<file path="src/rtl/vpc_pkg.sv">
package vpc_pkg;

  typedef enum logic [1:0] {
    CMD_NONE = 2'd0,
    CMD_RUN  = 2'd1,
    CMD_STOP = 2'd2,
    CMD_STAT = 2'd3
  } vpc_cmd_e;

  localparam int NUM_WIN = 2;

  // Register offsets inside a window; software depends on these values.
  localparam logic [7:0] OFS_RUN  = 8'h00;
  localparam logic [7:0] OFS_STOP = 8'h08;
  localparam logic [7:0] OFS_STAT = 8'h10;

  // Valid-VP mask for n implemented VPs, widened to 64 bits.
  function automatic logic [63:0] vp_mask(input int n);
    if (n >= 64) return '1;
    return (64'd1 << n) - 64'd1;
  endfunction

  // Classify a window-relative offset.
  function automatic vpc_cmd_e decode_ofs(input logic [7:0] ofs);
    case (ofs)
      OFS_RUN:  return CMD_RUN;
      OFS_STOP: return CMD_STOP;
      OFS_STAT: return CMD_STAT;
      default:  return CMD_NONE;
    endcase
  endfunction

endpackage

</file>
<file path="src/rtl/vpc_addr_decode.sv">
module vpc_addr_decode
  import vpc_pkg::*;
#(
  parameter int                ADDR_W      = 16,
  parameter logic [ADDR_W-1:0] LOCAL_BASE  = 16'h2000,
  parameter logic [ADDR_W-1:0] REMOTE_BASE = 16'h4000,
  parameter int                WIN_SPAN    = 256
) (
  input  logic              clk,
  input  logic              rst_n,
  input  logic [ADDR_W-1:0] addr,
  input  logic              we,
  input  logic              re,
  output logic              run_wr,
  output logic              stop_wr,
  output logic              stat_rd
);

  localparam logic [ADDR_W-1:0] SPAN = ADDR_W'(WIN_SPAN);

  logic     [NUM_WIN-1:0] win_hit;
  vpc_cmd_e               win_cmd [NUM_WIN];

  for (genvar w = 0; w < NUM_WIN; w++) begin : g_win
    localparam logic [ADDR_W-1:0] BASE = (w == 0) ? LOCAL_BASE : REMOTE_BASE;
    logic [ADDR_W-1:0] rel;
    always_comb begin
      rel        = addr - BASE;
      win_hit[w] = (addr >= BASE) && (rel < SPAN);
      win_cmd[w] = win_hit[w] ? decode_ofs(rel[7:0]) : CMD_NONE;
    end
  end

  vpc_cmd_e cmd;
  always_comb begin
    cmd = CMD_NONE;
    for (int w = 0; w < NUM_WIN; w++)
      if (win_hit[w]) cmd = win_cmd[w];
  end

  assign run_wr  = we && (cmd == CMD_RUN);
  assign stop_wr = we && (cmd == CMD_STOP);
  assign stat_rd = re && (cmd == CMD_STAT);

  AST_ONE_COMMAND: assert property (@(posedge clk) disable iff (!rst_n)
    $onehot0({run_wr, stop_wr, stat_rd}));

  AST_NO_CMD_WITHOUT_STROBE: assert property (@(posedge clk) disable iff (!rst_n)
    (!we && !re) |-> !(run_wr || stop_wr || stat_rd));

endmodule

</file>
<file path="src/rtl/vpc_run_state.sv">
module vpc_run_state
  import vpc_pkg::*;
#(
  parameter int          NUM_VP        = 1,
  parameter logic [63:0] START_RUNNING = 64'h1
) (
  input  logic              clk,
  input  logic              rst_n,
  input  logic              run_wr,
  input  logic              stop_wr,
  input  logic [NUM_VP-1:0] cmd_mask,
  output logic [NUM_VP-1:0] running,
  output logic [NUM_VP-1:0] start_pulse,
  output logic [NUM_VP-1:0] halt_req
);

  localparam logic [NUM_VP-1:0] BOOT_SET = START_RUNNING[NUM_VP-1:0];

  if (START_RUNNING > vp_mask(NUM_VP)) begin : g_bad_start
    $error("START_RUNNING names VPs beyond NUM_VP");
  end

  logic              boot_q;
  logic [NUM_VP-1:0] want_run;
  logic [NUM_VP-1:0] start_set;
  logic [NUM_VP-1:0] stop_set;

  always_comb begin
    want_run  = (boot_q ? BOOT_SET : '0) | (run_wr ? cmd_mask : '0);
    start_set = want_run & ~running;
    stop_set  = stop_wr ? (cmd_mask & running) : '0;
  end

  always_ff @(posedge clk or negedge rst_n) begin
    if (!rst_n) begin
      boot_q      <= 1'b1;
      running     <= '0;
      start_pulse <= '0;
      halt_req    <= '0;
    end else begin
      boot_q      <= 1'b0;
      running     <= (running | start_set) & ~stop_set;
      start_pulse <= start_set;
      halt_req    <= stop_set;
    end
  end

  AST_START_MARKS_RUNNING: assert property (@(posedge clk) disable iff (!rst_n)
    (start_pulse & ~running) == '0);

  AST_NO_PULSE_WHEN_RUNNING: assert property (@(posedge clk) disable iff (!rst_n)
    (start_pulse & $past(running)) == '0);

  AST_HALT_CLEARS_RUNNING: assert property (@(posedge clk) disable iff (!rst_n)
    (halt_req & running) == '0);

  AST_HALT_ONLY_RUNNING: assert property (@(posedge clk) disable iff (!rst_n)
    (halt_req & ~$past(running)) == '0);

  AST_START_ONE_CYCLE: assert property (@(posedge clk) disable iff (!rst_n)
    (start_pulse != '0) |=> ((start_pulse & $past(start_pulse)) == '0));

  AST_RESET_CLEAR: assert property (@(posedge clk)
    !rst_n |-> (running == '0 && start_pulse == '0 && halt_req == '0));

endmodule

</file>
<file path="src/rtl/vpc_read_port.sv">
module vpc_read_port
  import vpc_pkg::*;
#(
  parameter int NUM_VP = 1,
  parameter int DATA_W = 64
) (
  input  logic              clk,
  input  logic              rst_n,
  input  logic              stat_rd,
  input  logic [NUM_VP-1:0] running,
  output logic [DATA_W-1:0] rdata
);

  localparam logic [DATA_W-1:0] VALID = DATA_W'(vp_mask(NUM_VP));

  always_ff @(posedge clk or negedge rst_n) begin
    if (!rst_n) rdata <= '0;
    else        rdata <= stat_rd ? DATA_W'(running) : '0;
  end

  AST_READ_UPPER_ZERO: assert property (@(posedge clk) disable iff (!rst_n)
    (rdata & ~VALID) == '0);

  AST_READ_ONLY_AFTER_STAT: assert property (@(posedge clk) disable iff (!rst_n)
    (rdata != '0) |-> $past(stat_rd));

endmodule

</file>
<file path="src/rtl/vpc_run_ctrl.sv">
module vpc_run_ctrl
  import vpc_pkg::*;
#(
  parameter int                NUM_VP        = 1,
  parameter logic [63:0]       START_RUNNING = 64'h1,
  parameter int                ADDR_W        = 16,
  parameter int                DATA_W        = 64,
  parameter logic [ADDR_W-1:0] LOCAL_BASE    = 16'h2000,
  parameter logic [ADDR_W-1:0] REMOTE_BASE   = 16'h4000
) (
  input  logic              clk,
  input  logic              rst_n,
  input  logic [ADDR_W-1:0] bus_addr,
  input  logic [DATA_W-1:0] bus_wdata,
  input  logic              bus_we,
  input  logic              bus_re,
  output logic [DATA_W-1:0] bus_rdata,
  output logic [NUM_VP-1:0] vp_start_pulse,
  output logic [NUM_VP-1:0] vp_halt_req,
  output logic [NUM_VP-1:0] vp_running
);

  if (NUM_VP < 1 || NUM_VP > DATA_W) begin : g_bad_width
    $error("NUM_VP must lie between 1 and DATA_W");
  end

  logic              run_wr;
  logic              stop_wr;
  logic              stat_rd;
  logic [NUM_VP-1:0] cmd_mask;

  // Data bits above the implemented VPs are dropped here.
  assign cmd_mask = bus_wdata[NUM_VP-1:0];

  vpc_addr_decode #(
    .ADDR_W     (ADDR_W),
    .LOCAL_BASE (LOCAL_BASE),
    .REMOTE_BASE(REMOTE_BASE),
    .WIN_SPAN   (256)
  ) i_decode (
    .clk    (clk),
    .rst_n  (rst_n),
    .addr   (bus_addr),
    .we     (bus_we),
    .re     (bus_re),
    .run_wr (run_wr),
    .stop_wr(stop_wr),
    .stat_rd(stat_rd)
  );

  vpc_run_state #(
    .NUM_VP       (NUM_VP),
    .START_RUNNING(START_RUNNING)
  ) i_state (
    .clk        (clk),
    .rst_n      (rst_n),
    .run_wr     (run_wr),
    .stop_wr    (stop_wr),
    .cmd_mask   (cmd_mask),
    .running    (vp_running),
    .start_pulse(vp_start_pulse),
    .halt_req   (vp_halt_req)
  );

  vpc_read_port #(
    .NUM_VP(NUM_VP),
    .DATA_W(DATA_W)
  ) i_read (
    .clk    (clk),
    .rst_n  (rst_n),
    .stat_rd(stat_rd),
    .running(vp_running),
    .rdata  (bus_rdata)
  );

  AST_START_HALT_APART: assert property (@(posedge clk) disable iff (!rst_n)
    (vp_start_pulse & vp_halt_req) == '0);

endmodule

</file>
<file path="config.mk">
export PLATFORM = sky130hd
export DESIGN_NAME = vpc_run_ctrl
export DESIGN_NICKNAME = d
export VERILOG_FILES = /design/src/rtl/vpc_pkg.sv /design/src/rtl/vpc_addr_decode.sv /design/src/rtl/vpc_run_state.sv /design/src/rtl/vpc_read_port.sv /design/src/rtl/vpc_run_ctrl.sv
export SDC_FILE = /design/constraint.sdc
export NUM_CORES = 1
export LEC_CHECK = 0
export CAP_MARGIN = 10
export CORE_MARGIN = 1
export CORE_UTILIZATION = 21
export CTS_CLUSTER_DIAMETER = 120
export DETAILED_ROUTE_END_ITERATION = 16
export GPL_TIMING_DRIVEN = 0
export PLACE_DENSITY = 0.85
export SETUP_SLACK_MARGIN = 0.2
export SYNTH_ARGS = -nofsm -noshare
export SYNTH_HDL_FRONTEND = slang
export SYNTH_SLANG_ARGS = --single-unit
</file>
<file path="constraint.sdc">
create_clock -name clk -period 2.1 [get_ports clk]
set_clock_uncertainty 0.15 [all_clocks]
set_input_delay 0.42 -clock clk [delete_from_list [all_inputs] [get_ports clk]]
set_output_delay 0.42 -clock clk [all_outputs]
set_load 0.03 [all_outputs]
</file>
==> impl_results.md <==
* Synth Cell Area at 758 µm²
* DRT Wirelength at 1340 µm
* Yosys reg bits at 5
* Ant. Diodes at 0
* Final Hold Vio Count at 0
* Slew Viols, Final at 0
* Cell with the most instances after synthesis: buf_4
* YS warnings at 0
* Die W at 62.1 µm
* Cells taking the most area after synthesis: buf_4 (62%), dfrtp_1 (13%), dfstp_2 (3.5%)
* Vias in the first global route at 437
* Fin Setup TNS at 0 ps
* Hold WS at ~230 ps
* Layout cells sized above 1 at 38.8%
* Maxcap violations at 0
* Number of port buffers at 24
* CTS tree: done
* Cells after Synth at 92
* # setup viols final at 0
* Area taken by multi-input logic gates at 393 µm²
* Clock Latency Late Sink at 250 ps
* DIE AREA at between 3000 and 4000 µm²
* Leakage at approximately 0.00081 µW
* Critical Path Start Type: input pin
* Drt initial violations at 1
* Post-synthesis mux area share at 1.32%
* Post-layout min period at 1800 ps
* Average size of a mapped cell at 8.24 µm²
* Asr flop ratio synth at between 90% and 100%
* Clock root cell: clkbuf_4
* Number of synthesized flops with an enable pin at 0
* Share of the synthesized area in the top cell type at 62.4%
* Seq/Total Area, Yosys at 16.7%
* WL/cell at just under 6 µm
* First-pass GRT wire length at around 1600 µm
* CP arrival at 1830 ps
* Drt pass-1 iters at 4
* Worst hold path type: in2async
* Worst Setup End Kind: register
* H-tree depth at 1
* Pwr/cell area at 386 nW/µm²
* CTS Sinks at 5
* Core ar. at 3390 µm²
* Crit share post-route at about 86%
* GRT overflow at 0
* Synth cell count leaders: buf_4 (63), dfrtp_1 (4), inv_1 (4)
* Final net count at 269
* Total CTS buffers at 3
* Die Y at 62.1 µm
* Row count at 21
* Max VDD drop at 111 µV
* Longest Clk Path Bufs at 2
* Post-detailed-route count of antenna-violating nets at 0
* HPWL Detailed at 1210 µm
* RSZ-0062 raised after global routing: no
* Largest fanout on the critical path at 3
* Vias per Instance at 2.84
* Achievable Freq at 555 MHz
* Crit path kind: in2reg
* Adder-Cell Fraction of Synth Area at 1.65%
* Post-Synth XOR/XNOR Area at 0%
* Top cell type by total area after synthesis: buf_4
* Register area at around 130 µm²
* Synth Flop Type: dfrtp_1
* Area growth from synthesis to layout at 76.1%
* Final Wtd Congestion at 0.810
* Main combinational cell family by area after synthesis: buffers and inverters
* Tot GR Track Use at 6.09%
* Initial antenna violation count at 0
* Total number of vias at around 650
* DRC viols at 0
* Largest net degree at the start of global routing at 7
* Worst-path clk slew at 50 ps
* Top Ports at 151
* Crit path required time at between 2000 and 2500 ps
* Outcome: complete, no violations
* Complex-gate fraction of the synthesized area at 4.13%
* Post-synth cell types at 20
* Fill cells at 350
* Initial Utilization at 22.4%
* Hold buffers post-CTS at 0
* Synth Area in Simple Gates at between 10% and 20%
-- power breakdown --
group	total, µW	internal (µW)	switching, µW
clock	120	72.4	47.5
combinational	297	117	180
sequential	99.2	98.4	0.756
total	516	288	228
-- metal layers --
layer | global-route usage, % | vias up | routed length (µm)
li1 | - | 349 | -
met1 | 4.22 | 244 | 368
met2 | 11.9 | 54 | 680
met3 | 3.11 | 4 | 264
met4 | 4.76 | 0 | 22
met5 | 0 | - | 0
-- layout by cell type (no fill, tap or decap), types with 2 or more instances in the layout --
cell type        netlist  layout
dlymetal6s2s_1         0       2
nor4_1                 2       2
nand2_1                2       2
clkbuf_4               0       3
clkdlybuf4s50_1        0      21
inv_1                  4       3
dfrtp_1                4       4
conb_1                 1      64
buf_4                 63      63
nor2_1                 2       2
-- worst max-delay path, stage by stage --
cell	delay, ps
clkdlybuf4s50_1	410
nor4_2	300
o21ai_2	120
nor4_4	360
mux2i_1	210
-- flip-flops by register name, summed over array words and instances, names as in the netlist --
register,cells
i_state.boot_q,1
i_read.rdata,1
i_state.running,1
i_state.halt_req,1
i_state.start_pulse,1
-- per-stage QoR --
step           util (%)  area [µm²]  cells  setup WS, ps  power (µW)
6_report           39.4        1340    229           299         516
5_1_grt            39.4        1340    229           222         552
4_1_cts            39.1        1330    229           185         510
3_5_place_dp       38.1        1290    225          -208         391
3_3_place_gp       38.1        1290    225          -183         389
2_1_floorplan         -         995    155           433         348
-- layout make-up --
type	count	share of cell area [%]
repair buffers	24	18.3
multi-input cells	83	29.4
inverters	4	1.12
flip-flops and latches	5	9.47
clock buffers	4	1.97
well taps	46	4.31
plain buffers	63	35.4
-- repair_timing --
action,4_1_cts,5_1_grt
buffers inserted,0,0
gates resized for setup,2,4
pin swaps,1,2
setup endpoints to repair,4,3
-- path summary, 6_finish.rpt --
check / start / slack (ps) / to / cells after the start
min in group clk: i_state.boot_q / 410 / i_state.running / 2
max in group asynchronous: rst_n / 1310 / i_state.boot_q / 1
max: bus_addr[8] / 300 / i_state.running / 5
min reg2reg: i_state.boot_q / 410 / i_state.running / 2
max reg2reg: i_state.running / 1090 / i_state.running / 3
min: rst_n / 230 / i_state.halt_req / 1
-- cell families (layout without fill, tap and decap cells) --
logic type / after synthesis / after routing
flip-flops: 5 / 5
buffers and inverters: 67 / 95
adder cells (fa/ha/maj): 1 / 1
AO/OA/AOI/OAI: 4 / 4
AND/OR/NAND/NOR: 13 / 13
multiplexers: 1 / 1
other: 1 / 64
Power figures use the tool's default switching activity.
